--- config.mk ---
export PLATFORM = sky130hd
export DESIGN_NAME = cache_stat_tracker
export DESIGN_NICKNAME = d
export VERILOG_FILES = /design/src/rtl/cst_pkg.sv /design/src/rtl/cst_addr_split.sv /design/src/rtl/cst_way_select.sv /design/src/rtl/cst_tag_store.sv /design/src/rtl/cst_stat_counters.sv /design/src/rtl/cache_stat_tracker.sv
export SDC_FILE = /design/constraint.sdc
export NUM_CORES = 1
export LEC_CHECK = 0
export ABC_AREA = 1
export ABC_CLOCK_PERIOD_IN_PS = 8100
export BUFFER_PORTS_ARGS = -buffer_cell sky130_fd_sc_hd__buf_2
export CORE_MARGIN = 2
export CORE_UTILIZATION = 30
export CTS_CLUSTER_SIZE = 10
export DETAILED_ROUTE_END_ITERATION = 8
export GPL_ROUTABILITY_DRIVEN = 0
export PLACE_DENSITY = 0.48
export SKIP_LAST_GASP = 1
export SYNTH_ARGS = -nofsm -noshare
export SYNTH_HDL_FRONTEND = slang
export SYNTH_SLANG_ARGS = --single-unit
--- constraint.sdc ---
create_clock -name clk -period 8.1 [get_ports clk]
set_clock_uncertainty 0.2 [all_clocks]
set_input_delay 1.62 -clock clk [delete_from_list [all_inputs] [get_ports clk]]
set_output_delay 1.62 -clock clk [all_outputs]
set_load 0.03 [all_outputs]
--- src/rtl/cst_pkg.sv ---
package cst_pkg;

    // four 32-bit words per block
    localparam int BLOCK_WORDS = 4;
    localparam int WORD_BYTES  = 4;
    localparam int OFFSET_W    = $clog2(BLOCK_WORDS * WORD_BYTES);

    // width of an index over n items, at least one bit
    function automatic int width_of(input int n);
        return (n <= 1) ? 1 : $clog2(n);
    endfunction

    typedef enum logic {
        ACC_READ  = 1'b0,
        ACC_WRITE = 1'b1
    } acc_kind_e;

endpackage

--- src/rtl/cst_addr_split.sv ---
module cst_addr_split
    import cst_pkg::*;
#(
    parameter int ADDR_W = 32,
    parameter int IDX_W  = 2,
    parameter int SET_W  = 2,
    parameter int TAG_W  = 26
) (
    input  logic [ADDR_W-1:0] addr,
    output logic [SET_W-1:0]  set_idx,
    output logic [TAG_W-1:0]  tag
);

    logic unused_offset;
    assign unused_offset = ^addr[OFFSET_W-1:0];

    generate
        if (IDX_W == 0) begin : g_single_set
            assign set_idx = '0;
        end else begin : g_indexed
            assign set_idx = addr[OFFSET_W +: IDX_W];
        end
    endgenerate

    assign tag = addr[ADDR_W-1:OFFSET_W+IDX_W];

endmodule

--- src/rtl/cst_way_select.sv ---
module cst_way_select #(
    parameter int WAYS  = 4,
    parameter int TAG_W = 26,
    parameter int WAY_W = 2
) (
    input  logic [WAYS-1:0]             row_valid,
    input  logic [WAYS-1:0][TAG_W-1:0]  row_tag,
    input  logic [WAYS-1:0][WAY_W-1:0]  row_age,
    input  logic [TAG_W-1:0]            req_tag,
    output logic                        hit,
    output logic [WAY_W-1:0]            way,
    output logic [WAYS-1:0][WAY_W-1:0]  new_age
);

    localparam logic [WAY_W-1:0] OLDEST = WAY_W'(WAYS - 1);

    logic             inv_found;
    logic [WAY_W-1:0] hit_way;
    logic [WAY_W-1:0] inv_way;
    logic [WAY_W-1:0] lru_way;
    logic [WAY_W-1:0] old_age;

    always_comb begin
        hit       = 1'b0;
        hit_way   = '0;
        inv_found = 1'b0;
        inv_way   = '0;
        lru_way   = '0;
        for (int w = 0; w < WAYS; w++) begin
            if (!hit && row_valid[w] && (row_tag[w] == req_tag)) begin
                hit     = 1'b1;
                hit_way = WAY_W'(w);
            end
            if (!inv_found && !row_valid[w]) begin
                inv_found = 1'b1;
                inv_way   = WAY_W'(w);
            end
            if (row_age[w] == OLDEST) begin
                lru_way = WAY_W'(w);
            end
        end
        if (hit) begin
            way = hit_way;
        end else if (inv_found) begin
            way = inv_way;
        end else begin
            way = lru_way;
        end
        old_age = row_age[way];
        for (int w = 0; w < WAYS; w++) begin
            if (WAY_W'(w) == way) begin
                new_age[w] = '0;
            end else if (row_age[w] < old_age) begin
                new_age[w] = row_age[w] + 1'b1;
            end else begin
                new_age[w] = row_age[w];
            end
        end
    end

endmodule

--- src/rtl/cst_tag_store.sv ---
module cst_tag_store #(
    parameter int SETS  = 4,
    parameter int WAYS  = 4,
    parameter int TAG_W = 26,
    parameter int SET_W = 2,
    parameter int WAY_W = 2
) (
    input  logic                        clk,
    input  logic                        rst_n,
    input  logic                        upd_en,
    input  logic [SET_W-1:0]            sel_set,
    input  logic [WAY_W-1:0]            upd_way,
    input  logic [TAG_W-1:0]            upd_tag,
    input  logic [WAYS-1:0][WAY_W-1:0]  upd_age,
    output logic [WAYS-1:0]             row_valid,
    output logic [WAYS-1:0][TAG_W-1:0]  row_tag,
    output logic [WAYS-1:0][WAY_W-1:0]  row_age
);

    typedef struct packed {
        logic [SETS-1:0][WAYS-1:0]             valid;
        logic [SETS-1:0][WAYS-1:0][TAG_W-1:0]  tag;
        logic [SETS-1:0][WAYS-1:0][WAY_W-1:0]  age;
    } store_t;

    store_t st_d, st_q;

    assign row_valid = st_q.valid[sel_set];
    assign row_tag   = st_q.tag[sel_set];
    assign row_age   = st_q.age[sel_set];

    always_comb begin
        st_d = st_q;
        if (upd_en) begin
            st_d.valid[sel_set][upd_way] = 1'b1;
            st_d.tag[sel_set][upd_way]   = upd_tag;
            st_d.age[sel_set]            = upd_age;
        end
    end

    // invalid ways start with ages equal to their index, so the
    // lowest invalid way is always the youngest invalid one
    always_ff @(posedge clk) begin
        if (!rst_n) begin
            st_q.valid <= '0;
            st_q.tag   <= '0;
            for (int s = 0; s < SETS; s++) begin
                for (int w = 0; w < WAYS; w++) begin
                    st_q.age[s][w] <= WAY_W'(w);
                end
            end
        end else begin
            st_q <= st_d;
        end
    end

    // the way that was touched holds the request tag and is valid
    a_r7_entry_installed: assert property (@(posedge clk) disable iff (!rst_n)
        upd_en |=> (st_q.valid[$past(sel_set)][$past(upd_way)] &&
                    st_q.tag[$past(sel_set)][$past(upd_way)] == $past(upd_tag)));

    // the touched way becomes the youngest of its set
    a_r6_touched_youngest: assert property (@(posedge clk) disable iff (!rst_n)
        upd_en |=> (st_q.age[$past(sel_set)][$past(upd_way)] == '0));

endmodule

--- src/rtl/cst_stat_counters.sv ---
module cst_stat_counters #(
    parameter int CNT_W = 32
) (
    input  logic             clk,
    input  logic             rst_n,
    input  logic             acc_en,
    input  logic             acc_write,
    input  logic             acc_hit,
    output logic [CNT_W-1:0] cnt_reads,
    output logic [CNT_W-1:0] cnt_writes,
    output logic [CNT_W-1:0] cnt_read_hits,
    output logic [CNT_W-1:0] cnt_read_misses
);

    localparam logic [CNT_W-1:0] CNT_MAX = '1;

    typedef struct packed {
        logic [CNT_W-1:0] reads;
        logic [CNT_W-1:0] writes;
        logic [CNT_W-1:0] hits;
        logic [CNT_W-1:0] misses;
    } cnt_t;

    cnt_t cnt_d, cnt_q;

    function automatic logic [CNT_W-1:0] bump(input logic [CNT_W-1:0] c);
        return (c == CNT_MAX) ? c : c + 1'b1;
    endfunction

    always_comb begin
        cnt_d = cnt_q;
        if (acc_en) begin
            if (acc_write) begin
                cnt_d.writes = bump(cnt_q.writes);
            end else begin
                cnt_d.reads = bump(cnt_q.reads);
                if (acc_hit) begin
                    cnt_d.hits = bump(cnt_q.hits);
                end else begin
                    cnt_d.misses = bump(cnt_q.misses);
                end
            end
        end
    end

    always_ff @(posedge clk) begin
        if (!rst_n) begin
            cnt_q <= '0;
        end else begin
            cnt_q <= cnt_d;
        end
    end

    assign cnt_reads       = cnt_q.reads;
    assign cnt_writes      = cnt_q.writes;
    assign cnt_read_hits   = cnt_q.hits;
    assign cnt_read_misses = cnt_q.misses;

    // until reads saturate, every read is either a hit or a miss
    a_r8_read_split: assert property (@(posedge clk) disable iff (!rst_n)
        (cnt_q.reads != CNT_MAX) |->
            ({1'b0, cnt_q.reads} == {1'b0, cnt_q.hits} + {1'b0, cnt_q.misses}));

    // counters never go backwards
    a_r9_no_wrap: assert property (@(posedge clk) disable iff (!rst_n)
        1'b1 |=> (cnt_q.writes >= $past(cnt_q.writes) &&
                  cnt_q.reads  >= $past(cnt_q.reads)));

endmodule

--- src/rtl/cache_stat_tracker.sv ---
module cache_stat_tracker
    import cst_pkg::*;
#(
    parameter int ADDR_W     = 32,
    parameter int NUM_BLOCKS = 16,
    parameter int NUM_WAYS   = 4,
    parameter int CNT_W      = 32,
    localparam int WAY_W     = width_of(NUM_WAYS)
) (
    input  logic              clk,
    input  logic              rst_n,
    input  logic              req_valid,
    output logic              req_ready,
    input  logic              req_write,
    input  logic [ADDR_W-1:0] req_addr,
    output logic              rsp_valid,
    output logic              rsp_hit,
    output logic [WAY_W-1:0]  rsp_way,
    output logic [CNT_W-1:0]  cnt_reads,
    output logic [CNT_W-1:0]  cnt_writes,
    output logic [CNT_W-1:0]  cnt_read_hits,
    output logic [CNT_W-1:0]  cnt_read_misses
);

    localparam int SETS  = NUM_BLOCKS / NUM_WAYS;
    localparam int IDX_W = $clog2(SETS);
    localparam int SET_W = width_of(SETS);
    localparam int TAG_W = ADDR_W - OFFSET_W - IDX_W;

    typedef struct packed {
        logic             ready;
        logic             valid;
        logic             hit;
        logic [WAY_W-1:0] way;
    } rsp_t;

    rsp_t r_d, r_q;

    logic                        accept;
    logic [SET_W-1:0]            set_idx;
    logic [TAG_W-1:0]            req_tag;
    logic [NUM_WAYS-1:0]         row_valid;
    logic [NUM_WAYS-1:0][TAG_W-1:0] row_tag;
    logic [NUM_WAYS-1:0][WAY_W-1:0] row_age;
    logic [NUM_WAYS-1:0][WAY_W-1:0] new_age;
    logic                        look_hit;
    logic [WAY_W-1:0]            look_way;
    acc_kind_e                   kind;

    assign accept = req_valid && r_q.ready;
    assign kind   = req_write ? ACC_WRITE : ACC_READ;

    cst_addr_split #(
        .ADDR_W (ADDR_W),
        .IDX_W  (IDX_W),
        .SET_W  (SET_W),
        .TAG_W  (TAG_W)
    ) i_split (
        .addr    (req_addr),
        .set_idx (set_idx),
        .tag     (req_tag)
    );

    cst_tag_store #(
        .SETS  (SETS),
        .WAYS  (NUM_WAYS),
        .TAG_W (TAG_W),
        .SET_W (SET_W),
        .WAY_W (WAY_W)
    ) i_store (
        .clk       (clk),
        .rst_n     (rst_n),
        .upd_en    (accept),
        .sel_set   (set_idx),
        .upd_way   (look_way),
        .upd_tag   (req_tag),
        .upd_age   (new_age),
        .row_valid (row_valid),
        .row_tag   (row_tag),
        .row_age   (row_age)
    );

    cst_way_select #(
        .WAYS  (NUM_WAYS),
        .TAG_W (TAG_W),
        .WAY_W (WAY_W)
    ) i_select (
        .row_valid (row_valid),
        .row_tag   (row_tag),
        .row_age   (row_age),
        .req_tag   (req_tag),
        .hit       (look_hit),
        .way       (look_way),
        .new_age   (new_age)
    );

    cst_stat_counters #(
        .CNT_W (CNT_W)
    ) i_counters (
        .clk             (clk),
        .rst_n           (rst_n),
        .acc_en          (accept),
        .acc_write       (kind == ACC_WRITE),
        .acc_hit         (look_hit),
        .cnt_reads       (cnt_reads),
        .cnt_writes      (cnt_writes),
        .cnt_read_hits   (cnt_read_hits),
        .cnt_read_misses (cnt_read_misses)
    );

    always_comb begin
        r_d       = r_q;
        r_d.ready = 1'b1;
        r_d.valid = accept;
        if (accept) begin
            r_d.hit = look_hit;
            r_d.way = look_way;
        end
    end

    always_ff @(posedge clk) begin
        if (!rst_n) begin
            r_q <= '0;
        end else begin
            r_q <= r_d;
        end
    end

    assign req_ready = r_q.ready;
    assign rsp_valid = r_q.valid;
    assign rsp_hit   = r_q.hit;
    assign rsp_way   = r_q.way;

    // each accepted request answers in the next cycle
    a_r1_rsp_after_accept: assert property (@(posedge clk) disable iff (!rst_n)
        (req_valid && req_ready) |=> rsp_valid);

    // no response without an accepted request
    a_r1_no_spurious_rsp: assert property (@(posedge clk) disable iff (!rst_n)
        !(req_valid && req_ready) |=> !rsp_valid);

endmodule

### Yosys cells after proc, flatten, opt, wreduce, memory -nomap -nowiden

Cells that the tools add are included.

| operators by class | value |
|---|---|
| add/subtract/negate cells | 8 |
| bitwise gates (word level) | 7 |
| equal/unequal tests | 14 |
| magnitude comparators | 8 |
| reductions and logical operators | 26 |
| muxes and demuxes | 50 |

Operator list:

| operator | number |
|---|---|
| $bwmux W416 | 1 |
| $bmux W104 S2 | 1 |
| $demux W104 S2 | 1 |
| $mux W104 | 2 |
| $add A32 B1 Y32 const B | 4 |
| $eq A32 B32 Y1 const B | 4 |
| $eq A26 B26 Y1 | 4 |
| $demux W26 S2 | 1 |
| $mux W2 | 17 |
| $bwmux W32 | 1 |
| $mux W26 | 1 |
| $bmux W8 S2 | 1 |
| $demux W8 S2 | 1 |
| $mux W8 | 2 |
| $or A16 B16 Y16 | 1 |
| $logic_and A1 B1 Y1 | 13 |
| $mux W1 | 13 |
| $add A2 B1 Y2 const B | 4 |
| $bmux W4 S2 | 1 |
| $demux W4 S2 | 1 |
| $logic_not A1 Y1 | 8 |
| $lt A2 B2 Y1 | 4 |
| $mux W4 | 2 |
| $reduce_and A4 Y1 | 2 |
| 12 further kinds | 23 |

| word-level totals | value |
|---|---|
| bits in registers | 597 |
| word-level logic and storage cells | 157 |
| output and inout port bits | 133 |
| input port bits | 36 |

### Longest topological paths before layout

Gate-level depths: netlist of the first run.

| logic depth | value |
|---|---|
| depth in word-level cells | 25 |
| gate-level depth with buffers | 28 |
| depth with buffers taken out | 26 |

### By module

From an unflattened synthesis of the first run, not the netlist that was laid out.

| second synthesis, totals | value |
|---|---|
| cell total of the unflattened synthesis | 5,082 |
| area, all modules | 31,402.6 µm² |

Modules (own cells, without submodules):

| module | instances | area an instance (µm²) | cells each | seq. area each (µm²) |
|---|---|---|---|---|
| cst_tag_store | 1 | 20,021.7 | 3,026 | 9,288.9 |
| cst_stat_counters | 1 | 8,081.5 | 1,337 | 2,562.5 |
| cst_way_select | 1 | 2,915.3 | 667 | 0.0 |
| cst_addr_split | 1 | 210.2 | 28 | 0.0 |
| cache_stat_tracker | 1 | 173.9 | 24 | 100.1 |

### Least setup slack after synthesis of the first run

OpenSTA, ideal clock, no wires.

| timing | value |
|---|---|
| kind | input to register |
| start | in req_addr[4] |
| end | reg i_store.st_q[17] (netlist name) |
| cell stages on the path | 24 |
| setup time | 134 ps |
| arrival | 5,183 ps |
| setup slack | 2,582 ps |
| path buffers | 4 |
| data required time | 7,766 ps |
| cell sequence | buf_6 -> inv_4 -> buf_6 -> buf_6 -> nor2_8 -> a22oi_1 -> inv_1 -> a221oi_1 -> inv_1 -> ha_1 -> inv_1 -> nand2_1 -> nand2_1 -> o21ai_0 -> a21oi_1 -> nand4_1 -> nand4_1 -> buf_2 -> o22ai_1 -> a221oi_1 -> ha_1 -> nand3b_1 -> o21ai_0 -> a21oi_1 |

| between the ends | value |
|---|---|
| cells in the longest elaborated chain, start to end | 24 |
| elaborated cells between the ends (all ways) | 63 |
| classes of those cells | add/sub: 1; order compare: 3; eq/ne: 7; mux: 32; reduce/logical: 20 |

Ends and longest elaborated chain:

| element | RTL line | RTL |
|---|---|---|
| start: declaration | cache_stat_tracker.sv:15 | `input logic [ADDR_W-1:0] req_addr,` |
| $bmux W104 S2 | cst_tag_store.sv:29 | `assign row_tag = st_q.tag[sel_set];` |
| $mux W104 (implied by the code) | cst_tag_store.sv:29 |  |
| $eq A26 B26 Y1 | cst_way_select.sv:30 | `if (!hit && row_valid[w] && (row_tag[w] == req_tag)) begin` |
| $logic_and A1 B1 Y1 | cst_way_select.sv:30 |  |
| $mux W1 | cst_way_select.sv:30 |  |
| $logic_not A1 Y1 | cst_way_select.sv:30 |  |
| $logic_and A1 B1 Y1 (2 in a row) | cst_way_select.sv:30 |  |
| $mux W1 | cst_way_select.sv:30 |  |
| [... 7 more ...] | n/a |  |
| $mux W2 or $mux W1 (tied branches) | cst_way_select.sv:30 |  |
| $mux W2 | cst_way_select.sv:42 | `if (hit) begin` |
| $bmux W2 S2 | cst_way_select.sv:49 | `old_age = row_age[way];` |
| $mux W2 (implied by the code) | cst_way_select.sv:49 |  |
| $lt A2 B2 Y1 | cst_way_select.sv:53 | `end else if (row_age[w] < old_age) begin` |
| $mux W2 | cst_way_select.sv:53 |  |
| $mux W2 | cst_way_select.sv:51 | `if (WAY_W'(w) == way) begin` |
| $bwmux W32 * | cst_tag_store.sv:37 | `st_d.age[sel_set] = upd_age;` |
| end signal: assignment | cst_tag_store.sv:53 | `st_q <= st_d;` |
| end: declaration | cst_tag_store.sv:26 | `store_t st_d, st_q;` |

Mark *: on every way between the ends. The rest lies on a longest branch, timed or not. The select of a mux whose other input is x is not followed.
A chain may end at the register's enable or synchronous reset.

### Worst setup path in the final report of the first run

| timing | value |
|---|---|
| start | in req_addr[5] |
| end | reg i_store.st_q[17] (netlist name) |

The elaborated chain is that of the path after synthesis.

==> reports/results.md, run 1 <==
| Step | Quantity | Value |
|---|---|---|
| pwr | Leakage | 13.2 nW |
| pwr | Register share of total power | 0.445 |
| setup path | Reg-to-reg setup timing slack | 3.51 ns |
| flow run | Maxcap violations | 0 |
| pwr | Clock group share of total power | 0.487 |
| setup path | Start of the worst register-to-register path | i_store.st_q[14] |
| pwr | Power Density | 205 mW/mm2 |
| grt | First-pass GRT wire length | 153 mm |
| cells and area | Proportion of layout cells with a drive suffix above 1 | 0.0817 |
| clocking | Clock tree from TritonCTS | done |
| clocking | Sinks on Clock Net | 597 |
| clocking | Post-cts resize count | 0 |
| timing | Max-Slew Margin vs Limit | 0.269 |
| timing | Final number of hold-violating endpoints | 0 |
| die | Die W | 314 um |
| synthesis | Share of synthesized registers carrying an async set or reset | 0 |
| grt | Via count of the first global-routing pass | 25,372 |
| detailed routing | Per-cell via count in the routed design | 4.86 |
| grt | Global route hottest layer | met2 |
| clocking | Clock root buffer | clkbuf_16 |
| cells and area | Layout Nets | 4,410 |
| detailed routing | Total DRC errors in the routed layout | 0 |
| setup path | Required arrival time at the worst endpoint | 8.39 ns |
| die | Die Outline Area | 0.0985 mm2 |
| setup path | Worst reg2reg endpoint | i_store.st_q[17] |
| grt | All-Layer GR Usage | 0.199 |
| die | Number of rows in the core area | 113 |
| grt | Overflow left after global routing | 0 |
| synthesis | Largest cells by area after synthesis | dfxtp_1 (41%), nand2_1 (14%), a21oi_1 (10%) |
| clocking | Number of setup buffers added after CTS | 0 |
| timing | Actual transition at the worst max-transition pin | 1.10 ns |
| cells and area | Storage cell area | 0.0120 mm2 |
| detailed routing | Avg WL per Cell | 17.8 um |
| clocking | Clock Pin Slew Worst Setup and Hold Paths | 0.06 ns |
| detailed routing | Length of the first detailed-routing pass in iterations | 6 |
| synthesis | Most area-hungry cell type in the Yosys netlist | dfxtp_1 |
| setup path | Reg2Reg Depth | 17 |
| pwr | Power dissipated by switching net loads | 0.00170 W |
| detailed routing | WL final | 101 mm |
| setup path | Crit path kind | in2reg |
| synthesis | Share of the synthesized area in the top cell type | 0.415 |
| min path | Path category of the worst min-delay check | reg2reg |
| synthesis | Nets in the synthesized netlist | 4,400 |
| clocking | Hold buffer count at CTS | 0 |
| timing | Period utilization | 0.801 |
| synthesis | Synth unique cells | 48 |
| cells and area | # fillers | 10,334 |
| setup path | Capturing element type of the critical path | flop |
| placement | Number of buffers added on ports | 164 |
| pwr | Internal power contribution | 0.00501 W |
| grt | Number of antenna violations at the first check in global routing | 1 |
| min path | Hold Path Cell Cnt | 2 |
| detailed routing | Routed vias | 27,552 |
| timing | Final critical-path required period | 6.48 ns |
| setup path | Arr. time, crit path | 6.77 ns |
| setup path | Startpoint class of the critical path | primary input |
| timing | Achievable clock frequency | 0.154 GHz |
| placement | Post-placement cell count | 5,551 |
| synthesis | Number of enable flip-flop cells after synthesis | 0 |
| min path | Launch instance of the worst min-delay path | i_store.st_q[277] |
| setup path | Worst-path fanout max | 31 |
| clocking | Clock insertion delay at the later pin of the skew report | 0.64 ns |
| grt | Met3 layer usage reported by global route | 0.0304 |
| synthesis | Count of mapped cells out of synthesis | 4,353 |
| clocking | Number of buffers created by CTS | 75 |
| timing | Setup repair after global routing missed its margin | no |
| clocking | Largest buffer count on any clock path | 3 |
| synthesis | Commonest cells in the synthesized netlist | nand2_1 (1,102), dfxtp_1 (597), a21oi_1 (588) |
| synthesis | Register bit total from synthesis | 597 |
| pwr | Proportion of total power due to net switching | 0.253 |
| cells and area | Footprint of the multi-input gates | 0.0138 mm2 |
| cells and area | Post-layout instance count excluding filler cells | 5,672 |
| run status | Status | completed |
| min path | Hold path endpoint | i_store.st_q[277] |
| pwr | Share of power burned in combinational logic | 0.068 |
| timing | Total negative slack | 0 ns |
| cells and area | End-of-flow core utilization | 0.344 |
| placement | Placed wire-length estimate | 66.0 mm |
| grt | Largest net degree at the start of global routing | 165 |
| detailed routing | Remaining antenna violation count after routing | 0 |
| pwr | Worst vdd ir | 0.133 mV |
| die | Placeable core region | 0.0950 mm2 |
| clocking | # H-tree levels | 3 |
| timing | Final number of max-transition violations | 0 |
| synthesis | Warning count from the yosys run | 0 |
| die | Height of the chip | 314 um |
| synthesis | Most used standard cell by instance count after synthesis | nand2_1 |
| grt | Met2 Track Usage GR | 0.324 |
| grt | Fraction of met1 tracks used by global routing | 0.267 |
| synthesis | Primary flip-flop cell chosen by synthesis mapping | dfxtp_1 |
| die | Effective utilization at floorplan | 0.303 |
| timing | Final setup viols | 0 |
| synthesis | Average size of a mapped cell | 6.62 um2 |
| synthesis | Summed instance area of the synthesized netlist | 0.0288 mm2 |
| cells and area | Area overhead of the layout relative to synthesis | 13.5% |
| synthesis | Sequential element share of the synthesized area | 0.415 |
| die | IO Pins | 169 |
| detailed routing | Initial DRC count | 2,133 |
[placed cells by master, fill, tap and decap left out, types with 3 or more instances in the layout]
master	synthesis	final
nor2_4	7	10
nor3b_1	5	5
clkinv_2	0	3
inv_2	9	9
nand3_2	6	6
and3_1	3	3
and2_1	3	3
clkbuf_1	157	20
a221oi_1	7	7
dfxtp_1	597	597
nand2_2	6	14
nor2_2	14	11
o21ai_1	20	20
nor4_1	22	22
a22oi_1	11	11
xor2_1	9	9
nor2_1	323	323
buf_2	69	161
ha_1	11	11
nand3_1	173	173
clkbuf_16	0	78
o21ai_0	545	545
buf_4	25	32
nand2_1	1102	1094
nand3b_1	7	7
nand4_1	56	56
o21a_1	3	3
a31oi_1	5	5
clkbuf_8	0	13
nor3_1	64	64
a21oi_1	588	588
inv_1	466	466
buf_12	0	5
a211oi_1	3	3
[flip-flops by register name, summed over array words and instances (netlist names)]
name	flops
rsp_way	2
i_counters.cnt_read_hits	32
i_store.st_q	464
rsp_hit	1
i_counters.cnt_reads	32
i_counters.cnt_read_misses	32
i_counters.cnt_writes	32
req_ready	1
rsp_valid	1
[per-layer routing]
layer,wire length (um),share of wire
met5,0,0
met4,3300,0.033
met3,5030,0.050
met2,46000,0.46
met1,46500,0.46
[logic make-up after synthesis]
logic type      after synthesis  synth area share
simple gates               1797             0.260
compound gates             1194             0.212
buf+inv                     745             0.106
flops                       597             0.415
fa+ha+maj                    11           0.00478
xor+xnor                      9           0.00274
[worst max-delay path by stage]
stage / start / to / slack (ns)
floorplan: req_addr[4] / i_store.st_q[17] / 2.58
global placement: req_addr[5] / i_store.st_q[9] / 1.09
detailed placement: req_addr[5] / i_store.st_q[17] / 1.08
CTS: req_addr[5] / i_store.st_q[17] / 1.74
global route: req_addr[5] / i_store.st_q[25] / 1.29
finish: req_addr[5] / i_store.st_q[17] / 1.62
[through the flow]
stage | power [W] | worst slack [ns] | hold WS [ns] | instance area (um2)
global route | 0.00696 | 1.29 | 0.259 | 32700
global placement | 0.00350 | 1.09 | 0.232 | 30300
detailed placement | 0.00350 | 1.08 | 0.236 | 30300
floorplan | 0.00334 | 2.58 | 0.224 | 28800
finish | 0.00671 | 1.62 | 0.244 | 32700
CTS | 0.00679 | 1.74 | 0.245 | 32700
[critical path, cell delays in order]
cell and delay, ns:
buf_4 0.32, inv_4 0.28, nor2_4 0.46, buf_4 0.30
buf_4 0.34, a21oi_1 0.13, nand3_1 0.16, nand2_1 0.07
nor2_1 0.12, nand2_1 0.06, nor2_1 0.19, nand2_1 0.09
nor2_1 0.26, o21ai_1 0.12, nand2_2 0.18, inv_2 0.08
nand2_4 0.10, inv_2 0.07, a221oi_1 0.62, ha_1 0.36
nand3b_1 0.20, o21ai_0 0.44, a21oi_1 0.14
[layout make-up]
cell class	instances	share of cell area
diodes	1	0.0000766
clock buffers	111	0.0675
flip-flops and latches	597	0.366
inverters	478	0.0551
multi-input cells	3011	0.423
repair buffers	200	0.0359
well taps	1265	0.0484
clock inverters	9	0.00394
[power groups by stage]
stage / registers [W] / clock network (W) / logic, W
after floorplan: 0.00305 / 0 / 0.000292
after global placement: 0.00304 / 0 / 0.000455
after detailed placement: 0.00304 / 0 / 0.000455
after CTS: 0.00298 / 0.00335 / 0.000456
after global routing: 0.00298 / 0.00347 / 0.000503
final: 0.00298 / 0.00327 / 0.000459
(Power assumes the default switching activity.)
==> inputs of run 2 (changes only) <==
--- a/config.mk
+++ b/config.mk
@@ -6,7 +6,7 @@
 export NUM_CORES = 1
 export LEC_CHECK = 0
 export ABC_AREA = 1
-export ABC_CLOCK_PERIOD_IN_PS = 8100
+export ABC_CLOCK_PERIOD_IN_PS = 6600
 export BUFFER_PORTS_ARGS = -buffer_cell sky130_fd_sc_hd__buf_2
 export CORE_MARGIN = 2
 export CORE_UTILIZATION = 30
==> constraint.sdc (replaced) <==
create_clock -name clk -period 6.6 [get_ports clk]
set_clock_uncertainty 0.2 [all_clocks]
set_input_delay 1.32 -clock clk [delete_from_list [all_inputs] [get_ports clk]]
set_output_delay 1.32 -clock clk [all_outputs]
set_load 0.03 [all_outputs]
==> reports/results.md, run 2 (same netlist as run 1, synthesis figures left out) <==
| Step | Quantity | Value | vs previous |
|---|---|---|---|
| detailed routing | WL final | 101 mm | about the same |
| setup path | Arr. time, crit path | 5.72 ns | -1.05 ns |
| placement | Number of buffers added on ports | 164 | unchanged |
| timing | Setup WS post-layout | 1.13 ns | -0.485 ns |
| die | Die W | 314 um | unchanged |
| cells and area | Register name with the most flops | i_store.st_q |  |
| timing | Max-Slew Margin vs Limit | 0.160 | -0.109 |
| clocking | Largest buffer count on any clock path | 3 | unchanged |
| die | Die Outline Area | 0.0985 mm2 | unchanged |
| detailed routing | Remaining antenna violation count after routing | 0 | unchanged |
| cells and area | # fillers | 10,432 | +0.95% |
| clocking | # H-tree levels | 3 | unchanged |
| cells and area | Layout Nets | 4,430 | +0.45% |
| clocking | Hold buffer count at CTS | 0 | unchanged |
| detailed routing | Total DRC errors in the routed layout | 0 | unchanged |
| grt | All-Layer GR Usage | 0.200 | +0.000633 |
| run status | Status | completed |  |
| pwr | Overall power consumption | 0.00795 W | +18% |
| cells and area | Area overhead of the layout relative to synthesis | 13.5% | about the same |
| timing | Final number of max-transition violations | 0 | unchanged |
| cells and area | Storage cell area | 0.0120 mm2 | unchanged |
| timing | Actual transition at the worst max-transition pin | 1.26 ns | +0.159 ns |
| cells and area | Most common cell after layout, fill and taps aside | nand2_1 |  |
| timing | Achievable clock frequency | 0.183 GHz |  |
| detailed routing | Length of the first detailed-routing pass in iterations | 5 | -1 |
| clocking | Clock insertion delay at the later pin of the skew report | 0.62 ns | -0.02 ns |
| detailed routing | Avg WL per Cell | 17.7 um | -0.17% |
| grt | Via count of the first global-routing pass | 25,638 | +1.0% |
| clocking | Number of setup buffers added after CTS | 0 | unchanged |
| die | Effective utilization at floorplan | 0.303 | unchanged |
| cells and area | Proportion of layout cells with a drive suffix above 1 | 0.0834 | +0.00168 |
| clocking | Post-cts resize count | 0 | unchanged |
| grt | Overflow left after global routing | 0 | unchanged |
| placement | Placed wire-length estimate | 66.6 mm | +0.90% |
| grt | Largest net degree at the start of global routing | 210 | +27% |
| pwr | Worst vdd ir | 0.144 mV | +8.2% |
| detailed routing | Initial DRC count | 2,197 | +3.0% |
| setup path | Stage delay of the slowest cell on the critical path | 0.50 ns | -0.12 ns |
| pwr | Power Density | 243 mW/mm2 | +19% |
| detailed routing | Per-cell via count in the routed design | 4.86 | +0.12% |
| grt | Number of antenna violations at the first check in global routing | 5 | +4 |
| detailed routing | Routed vias | 27,620 | +0.25% |
| timing | Final setup viols | 0 | unchanged |
| clocking | Sinks on Clock Net | 597 | unchanged |
| flow run | Maxcap violations | 0 | unchanged |
| die | Number of rows in the core area | 113 | unchanged |
| setup path | Slowest cell on the critical path | nand2_1 |  |
| cells and area | Number of flip-flops in the largest register | 464 | unchanged |
| setup path | Most numerous cell on the critical path | nand2_1 |  |
| timing | Final critical-path required period | 5.47 ns |  |
| setup path | Crit path cell chain | buf_4, nand2_1, buf_4, nor2_1, nor2_1, nand2_1, nand2_1, nand2_1, nand2_1, nor2_1, nand3_1, nor2_1, nor2_4, nand3_1, nand3_2, nand2_4, o22ai_1, a221oi_1, ha_1, nand3b_1, o21ai_0, a21oi_1 |  |
| timing | Setup repair after global routing missed its margin | no |  |
| clocking | Clock Pin Slew Worst Setup and Hold Paths | 0.05 ns | about the same |
| clocking | Number of buffers created by CTS | 73 | -2.7% |
| cells and area | Most frequent cells in the layout | nand2_1 (1,094), dfxtp_1 (597), a21oi_1 (588), o21ai_0 (545), inv_1 (466) |  |
| placement | Worst setup timing slack at the placement stage | 0.555 ns | -0.529 ns |
| setup path | Startpoint class of the critical path | primary input |  |
| clocking | Clock root buffer | clkbuf_16 |  |
| setup path | Capturing element type of the critical path | flop |  |
| timing | Total negative slack | 0 ns | unchanged |
| pwr | Leakage | 13.2 nW | about the same |
| clocking | Clock tree from TritonCTS | done |  |
| min path | Path category of the worst min-delay check | reg2reg |  |
| die | Height of the chip | 314 um | unchanged |
| setup path | Worst-path fanout max | 18 | -42% |
| die | IO Pins | 169 | unchanged |
| setup path | Crit path kind | in2reg |  |
| grt | First-pass GRT wire length | 155 mm | +1.4% |
| cells and area | End-of-flow core utilization | 0.344 | about the same |
| die | Placeable core region | 0.0950 mm2 | unchanged |
| setup path | Count of buffering cells on the critical path with inverters included | 2 | -4 |
| timing | Final number of hold-violating endpoints | 0 | unchanged |
| timing | Period utilization | 0.829 |  |
| setup path | Required arrival time at the worst endpoint | 6.85 ns | -1.54 ns |
| cells and area | Footprint of the multi-input gates | 0.0138 mm2 | unchanged |
| setup path | Cell family contributing the most delay on the critical path | simple AND/OR/NAND/NOR gates |  |
## run 2: worst register-to-register path, stage by stage, from the launching register on
cell and delay, ns:
dfxtp_1 0.30, inv_1 0.04, nor2_1 0.10, a21oi_1 0.05, nand2_1 0.41, nand2_1 0.12, nor2_1 0.11, nand2_1 0.08
nor2_1 0.10, nand2_1 0.07, nor2_1 0.40, nor2_4 0.12, nand3_1 0.19, nand3_2 0.20, nand2_4 0.16, o22ai_1 0.08
a221oi_1 0.33, ha_1 0.31, nand3b_1 0.20, o21ai_0 0.42, a21oi_1 0.12
## run 2: power by group
group | internal (W) | switching (W)
clock | 0.00216 | 0.00156
combinational | 0.000136 | 0.000433
sequential | 0.00364 | 0.0000171
## run 2: final timing paths
check	slack (ns)	start	to	cells past startpoint
min reg2reg	0.24	i_store.st_q[76]	i_store.st_q[76]	2
min	0.24	i_store.st_q[76]	i_store.st_q[76]	2
max	1.13	req_addr[5]	i_store.st_q[17]	22
max reg2reg	2.34	i_store.st_q[461]	i_store.st_q[17]	20
## run 2: layout make-up
type                       instances  share of cell area
timing repair buffer             222              0.0428
clock inverter                     5             0.00230
sequential                       597               0.366
tap                             1265              0.0484
antenna                            1           0.0000766
inverter                         478              0.0551
clock buffer                     100              0.0621
multi-input combinational       3011               0.423
## run 2: metal layers
layer | share of wire | track usage
met5 | 0 | 0
met4 | 0.024 | 0.0557
met3 | 0.046 | 0.0263
met2 | 0.46 | 0.330
met1 | 0.47 | 0.272
## run 2: through the flow
| stage | cell area (um2) | cells | hold WS, ns |
|---|---|---|---|
| finish | 32700 | 5679 | 0.244 |
| global route | 32700 | 5678 | 0.260 |
| CTS | 32700 | 5678 | 0.245 |
| detailed placement | 30600 | 5573 | 0.236 |
| global placement | 30600 | 5573 | 0.232 |
| floorplan | 28800 | 4353 | 0.224 |
